## src/rtl/zcw_pkg.sv

```systemverilog
package zcw_pkg;
   localparam int CODE_W   = 8;
   localparam int TAP_W    = 7;
   localparam int MUTE_BIT = 6;
   localparam int POS_W    = 6;
   localparam logic [TAP_W-1:0]  MUTE_TAP  = TAP_W'(64);
   localparam logic [CODE_W-1:0] RESET_CODE = 8'h3F;
endpackage

```

## src/rtl/zcw_decode.sv

```systemverilog
module zcw_decode
   import zcw_pkg::*;
(
   input  logic [CODE_W-1:0] code_i,
   output logic [TAP_W-1:0]  tap_o
);
   always_comb begin
      if (code_i[MUTE_BIT]) tap_o = MUTE_TAP;
      else                  tap_o = TAP_W'(code_i[POS_W-1:0]);
   end
endmodule

```

## src/rtl/zcw_win_timer.sv

```systemverilog
module zcw_win_timer #(
   parameter int WIN_CYC = 10_000_000
) (
   input  logic clk,
   input  logic rst_n,
   input  logic start_i,
   input  logic run_i,
   output logic expire_o
);
   localparam int CNT_W = $clog2(WIN_CYC + 1);
   localparam logic [CNT_W-1:0] LAST = CNT_W'(WIN_CYC - 1);

   logic [CNT_W-1:0] cnt_q;

   assign expire_o = run_i && !start_i && (cnt_q == LAST);

   always_ff @(posedge clk or negedge rst_n) begin
      if (!rst_n)                    cnt_q <= '0;
      else if (start_i)              cnt_q <= '0;
      else if (run_i && !expire_o)   cnt_q <= cnt_q + 1'b1;
   end


   cnt_bound_chk: assert property (@(posedge clk) disable iff (!rst_n)
      cnt_q <= LAST);
endmodule

```

## src/rtl/zcw_chan.sv

```systemverilog
module zcw_chan
   import zcw_pkg::*;
#(
   parameter int WIN_CYC = 10_000_000
) (
   input  logic              clk,
   input  logic              rst_n,
   input  logic              ld_i,
   input  logic [CODE_W-1:0] data_i,
   input  logic              zc_mode_i,
   input  logic              zc_i,
   output logic [TAP_W-1:0]  tap_o,
   output logic [CODE_W-1:0] rd_o,
   output logic              pend_o
);
   logic [CODE_W-1:0] reg_q, act_q;
   logic              pend_q;
   logic              expire;

   zcw_win_timer #(.WIN_CYC(WIN_CYC)) timer_i (
      .clk      (clk),
      .rst_n    (rst_n),
      .start_i  (ld_i && zc_mode_i),
      .run_i    (pend_q),
      .expire_o (expire)
   );

   zcw_decode dec_i (
      .code_i (act_q),
      .tap_o  (tap_o)
   );

   always_ff @(posedge clk or negedge rst_n) begin
      if (!rst_n) begin
         reg_q  <= RESET_CODE;
         act_q  <= RESET_CODE;
         pend_q <= 1'b0;
      end else if (ld_i) begin
         reg_q <= data_i;
         if (zc_mode_i) begin
            pend_q <= 1'b1;
         end else begin
            act_q  <= data_i;
            pend_q <= 1'b0;
         end
      end else if (pend_q && (zc_i || expire)) begin
         act_q  <= reg_q;
         pend_q <= 1'b0;
      end
   end

   assign rd_o   = reg_q;
   assign pend_o = pend_q;


   bypass_apply_chk: assert property (@(posedge clk) disable iff (!rst_n)
      (ld_i && !zc_mode_i) |=> (!pend_q && act_q == $past(data_i)));

   reload_pend_chk: assert property (@(posedge clk) disable iff (!rst_n)
      (ld_i && zc_mode_i) |=> (pend_q && reg_q == $past(data_i)));

   zc_apply_chk: assert property (@(posedge clk) disable iff (!rst_n)
      (pend_q && zc_i && !ld_i) |=> (!pend_q && act_q == $past(reg_q)));

   idle_zc_chk: assert property (@(posedge clk) disable iff (!rst_n)
      (!pend_q && !ld_i) |=> $stable(act_q));

   mute_tap_chk: assert property (@(posedge clk) disable iff (!rst_n)
      (!pend_q && reg_q[MUTE_BIT]) |-> (tap_o == MUTE_TAP));
endmodule

```

## src/rtl/zc_wiper_ctrl.sv

```systemverilog
module zc_wiper_ctrl
   import zcw_pkg::*;
#(
   parameter int NCH    = 2,
   parameter int CLK_HZ = 200_000_000
) (
   input  logic                  clk,
   input  logic                  rst_n,
   input  logic                  wr_ack,
   input  logic [NCH-1:0]        wr_sel,
   input  logic [CODE_W-1:0]     wr_data,
   input  logic                  zc_en_wr,
   input  logic                  zc_en_val,
   input  logic [NCH-1:0]        zc_pulse,
   output logic [NCH*TAP_W-1:0]  tap_o,
   output logic [NCH*CODE_W-1:0] rd_o,
   output logic [NCH-1:0]        pend_o,
   output logic                  zc_mode_o
);
   localparam int WIN_CYC = CLK_HZ / 20;

   if (NCH < 1) begin : g_bad_nch
      $error("zc_wiper_ctrl: NCH must be at least 1");
   end
   if (WIN_CYC < 2) begin : g_bad_win
      $error("zc_wiper_ctrl: CLK_HZ too small for the update window");
   end

   logic zc_mode_q;

   always_ff @(posedge clk or negedge rst_n) begin
      if (!rst_n)        zc_mode_q <= 1'b1;
      else if (zc_en_wr) zc_mode_q <= zc_en_val;
   end
   assign zc_mode_o = zc_mode_q;

   for (genvar c = 0; c < NCH; c++) begin : g_ch
      zcw_chan #(.WIN_CYC(WIN_CYC)) chan_i (
         .clk       (clk),
         .rst_n     (rst_n),
         .ld_i      (wr_ack && wr_sel[c]),
         .data_i    (wr_data),
         .zc_mode_i (zc_mode_q),
         .zc_i      (zc_pulse[c]),
         .tap_o     (tap_o[c*TAP_W +: TAP_W]),
         .rd_o      (rd_o[c*CODE_W +: CODE_W]),
         .pend_o    (pend_o[c])
      );
   end


   mode_load_chk: assert property (@(posedge clk) disable iff (!rst_n)
      zc_en_wr |=> (zc_mode_q == $past(zc_en_val)));

   unsel_hold_chk: assert property (@(posedge clk) disable iff (!rst_n)
      (!wr_ack) |=> $stable(rd_o));
endmodule

```

## config.mk

```make
export PLATFORM = sky130hd
export DESIGN_NAME = zc_wiper_ctrl
export DESIGN_NICKNAME = d
export VERILOG_FILES = /design/src/rtl/zcw_pkg.sv /design/src/rtl/zcw_decode.sv /design/src/rtl/zcw_win_timer.sv /design/src/rtl/zcw_chan.sv /design/src/rtl/zc_wiper_ctrl.sv
export SDC_FILE = /design/constraint.sdc
export NUM_CORES = 1
export LEC_CHECK = 0
export ABC_AREA = 1
export BUFFER_PORTS_ARGS = -buffer_cell sky130_fd_sc_hd__buf_4
export CORE_MARGIN = 2
export CORE_UTILIZATION = 26
export CTS_BUF_LIST = sky130_fd_sc_hd__clkbuf_8 sky130_fd_sc_hd__clkbuf_16
export CTS_CLUSTER_DIAMETER = 30
export DETAILED_ROUTE_END_ITERATION = 16
export PLACE_DENSITY = 0.42
export SLEW_MARGIN = 20
export SYNTH_ARGS = -nofsm -noshare
export SYNTH_HDL_FRONTEND = slang
export SYNTH_HIERARCHICAL = 1
export SYNTH_SLANG_ARGS = --single-unit
```

## constraint.sdc

```tcl
create_clock -name clk -period 2.4 [get_ports clk]
set_input_delay 0.36 -clock clk [delete_from_list [all_inputs] [get_ports clk]]
set_output_delay 0.36 -clock clk [all_outputs]
set_load 0.005 [all_outputs]
```

# Word level (Yosys, flattened, before mapping)

Index checks and enable logic that the tools add are counted.

$add $sub $neg: 2
$mul: 0
Divide/modulo/power cells: 0
$lt $le $gt $ge: 0
Equal/unequal tests: 4
Shift operators: 0
Muxes and demuxes: 16
Bitwise operators: 0
Reduce and logical (&&, ||, !) cells: 24

Operator list:

| cell                                                            | number |
|---|---|
| 24-bit 2-to-1 mux                                               | 4 |
| 7-bit 2-to-1 mux                                                | 7 |
| 24-bit by 1-bit adder with 24-bit output, second input constant | 2 |
| 24-bit == test, second input constant                           | 2 |
| 1-bit logical AND                                               | 12 |
| 2-bit nonzero test                                              | 4 |
| 1-bit 2-to-1 mux                                                | 5 |
| 1-bit zero test                                                 | 4 |
| 2-bit != test, second input constant                            | 2 |
| 2-bit AND reduction                                             | 2 |
| 1-bit logical OR                                                | 2 |

Flip-flop bits (word level): 81
Bits in latches: 0
Bits in writable memories: 0
Memory bits (read-only): 0
Input bits: 17
Output and inout port bits: 33
Logic and storage cells: 55
Memories kept: 0

# Logic depth before layout (Yosys ltp)

Gate-level depths: netlist of run 1.

Word-level depth: 9
Gate-level depth with buffers: 14
Mapped depth without buffers: 14

# Hierarchy

The synthesis of run 1 kept the hierarchy.

Modules (own cells, without submodules):

| module        | times used | cells an instance | area each (um^2) | sequential area each (um^2) |
|---|---|---|---|---|
| zcw_win_timer | 2          | 270               | 1689.1           | 600.6 |
| zcw_chan      | 2          | 76                | 713.2            | 440.4 |
| zcw_decode    | 2          | 13                | 52.6             | 0.0 |
| zc_wiper_ctrl | 1          | 9                 | 56.3             | 26.3 |

# Worst setup path before layout of run 1

OpenSTA, ideal clock, no wires.

Path type: reg2reg
From: register zc_mode_q (netlist: zc_mode_o)
To: register g_ch[0].chan_i.timer_i.cnt_q[10]
Setup time: 0.065 ns
Arrival: 1.502 ns
Data required time: 2.335 ns
Slack: 0.834 ns
Stages on the path, launching flop included: 12
Path buffers: 1
Period minus slack after synthesis: 1.566 ns
Cells stage by stage: dfstp_2 nand2_1 inv_2 nor2_1 nand2_1 nor2_1 nand2_1 nor2_4 o21ai_0 buf_2 nand2_1 nand2_1

Longest elaborated chain between the ends: 7
Elaborated cells between the ends (all ways): 8
Those cells by class: mux: 1; reduce/logical: 7

Ends and longest elaborated chain:

| item                                | RTL line            | source |
|---|---|---|
| from (decl)                         | zc_wiper_ctrl.sv:29 | `logic zc_mode_q;` |
| from (signal assigned)              | zc_wiper_ctrl.sv:33 | `else if (zc_en_wr) zc_mode_q <= zc_en_val;` |
| 1-bit logical AND                   | zcw_chan.sv:23      | `.start_i (ld_i && zc_mode_i),` |
| 1-bit zero test                     | zcw_win_timer.sv:15 | `assign expire_o = run_i && !start_i && (cnt_q == LAST);` |
| 1-bit logical AND (2 in series)     | zcw_win_timer.sv:15 |  |
| named net g_ch[0].chan_i.expire     | zcw_chan.sv:18      | `logic expire;` |
| 1-bit zero test                     | zcw_win_timer.sv:20 | `else if (run_i && !expire_o) cnt_q <= cnt_q + 1'b1;` |
| 1-bit logical AND                   | zcw_win_timer.sv:20 |  |
| 2-bit nonzero test (no source line) | -                   |  |
| to (signal assigned)                | zcw_win_timer.sv:20 |  |
| to (decl)                           | zcw_win_timer.sv:13 | `logic [CNT_W-1:0] cnt_q;` |

The timed path passes the listed nets, and every way through them passes these cells.
A chain may end at the register's enable or synchronous reset.

# Final worst setup path of run 1

From: register g_ch[1].chan_i.timer_i.cnt_q[0]
To: register g_ch[1].chan_i.timer_i.cnt_q[11]

Longest elaborated chain between the ends: 5
Elaborated cells between the ends (all ways): 8
Those cells by class: add/sub: 1; eq/ne: 1; mux: 2; reduce/logical: 4

Ends and longest elaborated chain:

| item                                | RTL line |
|---|---|
| from (decl)                         | zcw_win_timer.sv:13 |
| from (signal assigned)              | zcw_win_timer.sv:20 |
| 24-bit == test                      | zcw_win_timer.sv:15 |
| 1-bit logical AND                   | zcw_win_timer.sv:15 |
| named net g_ch[1].chan_i.expire     | zcw_chan.sv:18 |
| 1-bit zero test                     | zcw_win_timer.sv:20 |
| 1-bit logical AND                   | zcw_win_timer.sv:20 |
| 2-bit nonzero test (no source line) | - |

The timed path passes the listed nets, and every way through them passes these cells. The select of a mux whose other input is x is not followed.

==> results.sh, run 1 <==
export IMPL_fmax_mhz=501
export IMPL_multiInputGateArea_um2=2470
export IMPL_slew_headroom_pct=65.7
export IMPL_final_cells=1013
export IMPL_cts_buffers=9
export IMPL_skew_ps=6.56
export IMPL_drtPass1Iterations=4
export IMPL_avgViaCountPerCell=4.41
export IMPL_regArea_um2=2060
export IMPL_drt_wl_total_um=13300
export IMPL_post_cts_buffers=0
export IMPL_syn_instance_count=719
export IMPL_fin_nets=793
export IMPL_ant_nets=0
export IMPL_netlist_area_um2=4890
export IMPL_io_pin_count=50
export IMPL_fin_area_um2=5880
export IMPL_area_delta_synth_final_pct=20.2
export IMPL_post_route_period_util_pct=83.1
export IMPL_drive_gt1_share_pct=16.0
export IMPL_cts_resized=0
export IMPL_cp_max_fo=14
export IMPL_max_cap_violations=0
export IMPL_cts_tree="built"
export IMPL_reg2reg_depth=10
export IMPL_rsz0062_at_grt="no"
export IMPL_whs_ps=219
export IMPL_status="finished clean"
export IMPL_place_congestion=0.831
export IMPL_whs_path_depth=3
export IMPL_cts_hold_buffers=1
export IMPL_power_leakage_nw=2.82
export IMPL_worst_slew_pin_slew_ps=514
export IMPL_critPathLaunchType="flop"
export IMPL_slew_violations=0
export IMPL_setup_tns_ps=0
export IMPL_placed_cells=996
export IMPL_crit_type="flop to flop"
export IMPL_p_per_area_nw_per_um2=753
export IMPL_syn_nets=738
export IMPL_wl_per_cell_um=13.2
export IMPL_cts_root_buf="clkbuf_16"
export IMPL_n_antenna_cell=0
export IMPL_fin_crit_ps=2000
export IMPL_final_hold_viol_count=0
export IMPL_hold_path_class="primary input to flop"
export IMPL_dp_hpwl_um=9970
export IMPL_place_area_um2=5550
export IMPL_clk_pin_slew_ps=60
export IMPL_die_w_um=141
export IMPL_coreArea_um2=18600
export IMPL_drc_errors=0
export IMPL_syn_mean_instance_area_um2=6.80
export IMPL_grt_first_pass_wirelength_um=22700
export IMPL_timing_rr_end="g_ch[1].chan_i/timer_i/cnt_q[11]$_DFFE_PN0P_"
export IMPL_dieHeight_um=141
export IMPL_htreeDepth=3
export IMPL_grt_max_degree=42
export IMPL_setup_viol_count_final=0
export IMPL_cp_data_arrival_time_ps=2280
export IMPL_hold_end="zc_mode_o$_DFFE_PN1P_"
export IMPL_cts_sinks=81
export IMPL_antenna_found_initial=0
export IMPL_rows=50
export IMPL_initial_core_util_pct=26.3
export IMPL_dr_total_vias=4463
export IMPL_drt_iter0_markers=174
export IMPL_dieArea_um2=19900
export IMPL_irDropWorstVdd_uv=380
export IMPL_grt_pass1_vias=4524
export IMPL_overflow=0
export IMPL_io_buffers=49
export IMPL_fill_cells=2036
export IMPL_critical_path_endpoint_type="flop"
export IMPL_clock_latency_ps=350
export IMPL_grt_usage_pct=14.2
export IMPL_clock_path_buffers=2
export IMPL_hp_start="zc_en_val"
export IMPL_required_ps=2680
export IMPL_worstReg2RegStart="g_ch[1].chan_i/timer_i/cnt_q[0]$_DFFE_PN0P_"
export IMPL_synth_warnings=6
export IMPL_rrSetupSlack_ps=400
export IMPL_totalPowerFinal_mw=4.43
==> registers in the layout, summed over array words and instances, names as in the netlist <==
register,flops
g_ch.chan_i/act_q,14
g_ch.chan_i/pend_o,2
g_ch.chan_i/rd_o,16
g_ch.chan_i/timer_i/cnt_q,48
zc_mode_o,1
==> layout make-up <==
cell class	count	share of cell area, %
Clock inverter	7	1.64
Clock buffer	9	3.83
Tap cell	234	4.98
Timing Repair Buffer	60	8.34
Inverter	65	4.24
Multi-Input combinational cell	557	42.0
Sequential cell	81	35.0
==> routing by layer <==
metal / share of wire [%] / GRT usage [%]
met1: 48 / 18.4
met3: 2.2 / 2.55
met5: 0 / 0
met4: 1.4 / 4.42
met2: 48 / 24.1
==> power by group <==
part / leakage [nW] / internal [mW] / switching (mW)
clock network: 0.153 / 0.911 / 0.589
registers: 1.00 / 1.67 / 0.267
logic: 1.66 / 0.433 / 0.559
==> worst max-delay path: stages (launching register included) <==
cell	delay, ps
dfrtp_1	380
ha_1	180
nand2_1	100
nor2_4	190
nand3_2	120
nor2_4	200
nor2_4	120
nor2_4	330
buf_12	190
nand2_1	50
nand2_1	60
==> layout by cell type, fill, tap and decap left out, drive strengths merged <==
cell         instances
xor2                 4
o21bai               8
buf                 59
nor3                 6
o21ai                8
clkinvlp             2
nand4               16
inv                 66
dlygate4sd3          1
and2                 2
clkbuf               9
nand2              327
nor3b                4
dfrtp               56
dfstp               25
nand3               46
clkinv               2
nor2               120
xnor2                4
ha                   2
nand3b               4
bufinv               2
a21oi                6
==> through the flow <==
stage,setup slack (ps),utilization (%)
detailed placement,323,29.9
global route,282,31.6
CTS,408,31.6
global placement,330,29.9
finish,405,31.6
floorplan,834,-
==> how the worst max path moves through the flow <==
| stage | from | slack, ps | endpoint |
|---|---|---|---|
| finish | g_ch[1].chan_i/timer_i/cnt_q[0]$_DFFE_PN0P_ | 400 | g_ch[1].chan_i/timer_i/cnt_q[11]$_DFFE_PN0P_ |
| global route | zc_mode_o$_DFFE_PN1P_ | 280 | g_ch[1].chan_i/timer_i/cnt_q[5]$_DFFE_PN0P_ |
| CTS | g_ch[1].chan_i/timer_i/cnt_q[0]$_DFFE_PN0P_ | 410 | g_ch[1].chan_i/timer_i/cnt_q[11]$_DFFE_PN0P_ |
| detailed placement | wr_sel[1] | 320 | g_ch[1].chan_i/timer_i/cnt_q[1]$_DFFE_PN0P_ |
| global placement | wr_ack | 330 | g_ch[1].chan_i/timer_i/cnt_q[13]$_DFFE_PN0P_ |
| floorplan | zc_mode_o$_DFFE_PN1P_ | 830 | g_ch[0].chan_i/timer_i/cnt_q[10]$_DFFE_PN0P_ |
Note: power is estimated with default switching activity, not from simulation.
==> run 2: changes to the inputs <==
==> constraint.sdc (replaced) <==
create_clock -name clk -period 1.85 [get_ports clk]
set_input_delay 0.2775 -clock clk [delete_from_list [all_inputs] [get_ports clk]]
set_output_delay 0.2775 -clock clk [all_outputs]
set_load 0.005 [all_outputs]
==> run 2 against run 1 <==
Sequential power is 28% higher. Global-route usage is 0.23 points higher. Non-clock buffer count is 22 higher. Hold slack worse by 76 ps. Clock-buffer cell count is 1 higher. Highest routed layer unchanged.
==> results.sh, run 2 (synthesis results as in run 1) <==
export IMPL_place_area_um2=5690
export IMPL_power_leakage_nw=2.98
export IMPL_switching_power_mw=1.90
export IMPL_drc_errors=0
export IMPL_dp_hpwl_um=9980
export IMPL_n_antenna_cell=0
export IMPL_slew_headroom_pct=69.3
export IMPL_cts_tree="built"
export IMPL_irDropWorstVdd_uv=475
export IMPL_clk_pin_slew_ps=60
export IMPL_critPathLaunchType="flop"
export IMPL_coreArea_um2=18600
export IMPL_setup_viol_count_final=0
export IMPL_dr_wl_met2_um=6580
export IMPL_initial_core_util_pct=26.3
export IMPL_final_cells=1035
export IMPL_wl_per_cell_um=13.4
export IMPL_p_per_area_nw_per_um2=975
export IMPL_drt_iter0_markers=188
export IMPL_final_hold_viol_count=0
export IMPL_cts_buffers=9
export IMPL_drive_gt1_share_pct=19.0
export IMPL_fill_cells=1985
export IMPL_cp_data_arrival_time_ps=2000
export IMPL_status="finished clean"
export IMPL_fin_area_um2=6120
export IMPL_hold_path_class="primary input to flop"
export IMPL_clock_path_buffers=2
export IMPL_cpMostUsedCell="nand2_1"
export IMPL_regMostFlops="g_ch.chan_i/timer_i/cnt_q"
export IMPL_ant_nets=0
export IMPL_worst_slew_pin_slew_ps=461
export IMPL_critPathSlowestCell="dfstp_2"
export IMPL_die_w_um=141
export IMPL_dr_wl_met3_um=430
export IMPL_hp_start="wr_data[7]"
export IMPL_cts_sinks=81
export IMPL_antenna_found_initial=0
export IMPL_slew_violations=0
export IMPL_met1_length_um=6600
export IMPL_grt_first_pass_wirelength_um=23100
export IMPL_dr_total_vias=4599
export IMPL_top_layer="met4"
export IMPL_totalPowerFinal_mw=5.97
export IMPL_fin_crit_ps=1710
export IMPL_p_sw_share_pct=31.8
export IMPL_htreeDepth=3
export IMPL_whs_path_depth=3
export IMPL_avgViaCountPerCell=4.44
export IMPL_overflow=0
export IMPL_cp_max_fo=6
export IMPL_setup_tns_ps=0
export IMPL_dieArea_um2=19900
export IMPL_skew_ps=7.85
export IMPL_max_cap_violations=0
export IMPL_drtPass1Iterations=7
export IMPL_timing_rr_end="g_ch[0].chan_i/timer_i/cnt_q[8]$_DFFE_PN0P_"
export IMPL_largest_reg_flops=48
export IMPL_worstReg2RegStart="zc_mode_o$_DFFE_PN1P_"
export IMPL_crit_family="flip-flops"
export IMPL_io_pin_count=50
export IMPL_rrSetupSlack_ps=140
export IMPL_dieHeight_um=141
export IMPL_grt_usage_pct=14.4
export IMPL_critPathBufInv=3
export IMPL_fin_nets=815
export IMPL_critPathMaxStageDelay_ps=590
export IMPL_crit_type="flop to flop"
export IMPL_rsz0062_at_grt="no"
export IMPL_required_ps=2130
export IMPL_final_common_cell="nand2_1"
export IMPL_grt_max_degree=82
export IMPL_pwr_share_comb_pct=24.0
export IMPL_p_int_mw=4.07
export IMPL_drt_wl_total_um=13900
export IMPL_placed_cells=1014
export IMPL_hold_end="g_ch[0].chan_i/rd_o[7]$_DFFE_PN0P_"
export IMPL_area_delta_synth_final_pct=25.1
export IMPL_io_buffers=49
export IMPL_cts_root_buf="clkbuf_16"
export IMPL_final_cell_mix="322 x nand2_1, 105 x nor2_1, 75 x buf_4"
export IMPL_seqPwrFrac_pct=41.5
export IMPL_clock_latency_ps=350
export IMPL_crit_chain="nand2_1, inv_2, nor2_1, nand2_1, nor2_1, nand2_1, nor2_4, buf_4, o21ai_2, buf_4, nand2_1, nand2_1"
export IMPL_fmax_mhz=583
export IMPL_reg2reg_depth=12
export IMPL_rows=50
export IMPL_post_route_period_util_pct=92.7
export IMPL_critical_path_endpoint_type="flop"
export IMPL_place_congestion=0.832
export IMPL_clkPwrFrac_pct=34.5
export IMPL_grt_pass1_vias=4587
run 2: changes by cell type in the layout (fill, tap and decap cells not counted), moves of 2 or more:
cell / delta
buf_4: +19
nor2_1: -3
nor2_2: +3
buf_12: +2
clkbuf_16: +2
clkinv_4: -2
clkinvlp_4: -2
inv_6: +2
run 2: worst max path at each step:
stage / end / depth (start not counted) / start
2_1_floorplan: g_ch[0].chan_i/timer_i/cnt_q[10]$_DFFE_PN0P_ / 11 / zc_mode_o$_DFFE_PN1P_
3_3_place_gp: g_ch[0].chan_i/timer_i/cnt_q[12]$_DFFE_PN0P_ / 15 / wr_ack
3_5_place_dp: g_ch[0].chan_i/timer_i/cnt_q[4]$_DFFE_PN0P_ / 15 / wr_ack
4_1_cts: g_ch[0].chan_i/timer_i/cnt_q[4]$_DFFE_PN0P_ / 12 / zc_mode_o$_DFFE_PN1P_
5_1_grt: g_ch[0].chan_i/act_q[6]$_DFFE_PN0P_ / 11 / g_ch[0].chan_i/timer_i/cnt_q[0]$_DFFE_PN0P_
6_report: g_ch[0].chan_i/timer_i/cnt_q[8]$_DFFE_PN0P_ / 12 / zc_mode_o$_DFFE_PN1P_
run 2: power groups by stage:
stage | Sequential (mW) | Clock, mW | Combinational (mW)
CTS | 2.48 | 2.12 | 1.42
finish | 2.48 | 2.06 | 1.43
global placement | 2.50 | 0 | 1.41
detailed placement | 2.50 | 0 | 1.42
floorplan | 2.44 | 0 | 0.868
global route | 2.54 | 2.19 | 1.63
run 2: metal layers:
metal / global-route usage [%] / vias to the layer above
li1: - / 2378
met1: 19.3 / 2143
met2: 23.8 / 58
met3: 2.75 / 20
met4: 4.26 / 0
met5: 0 / -
run 2: cell type report:
cell class / instances / area (um^2) / area share (%)
flip-flops and latches: 81 / 2060 / 33.6
inverters: 65 / 249 / 4.07
clock inverters: 6 / 87.6 / 1.43
repair buffers: 82 / 698 / 11.4
clock buffers: 10 / 250 / 4.09
multi-input cells: 557 / 2480 / 40.6
well taps: 234 / 293 / 4.78
run 2: timing repair:
action | CTS | global route
gates resized for setup | 0 | 9
buffers inserted | 0 | 3
hold buffers | 1 | 0
endpoints found under the setup margin | 0 | 47
hold endpoints to repair | 41 | 0
run 2: worst min-delay path, stage by stage:
cell     delay (ps)
buf_4            80
nand2_1          40
nand2_1          50
run 2: metrics by stage:
stage / utilization, % / hold slack (ps) / worst slack (ps)
2_1_floorplan: - / -18.1 / 284
3_3_place_gp: 30.6 / 351 / 98.3
3_5_place_dp: 30.6 / 357 / 60.4
4_1_cts: 32.5 / 135 / 70.5
5_1_grt: 32.9 / 145 / 11.4
6_report: 32.9 / 143 / 135
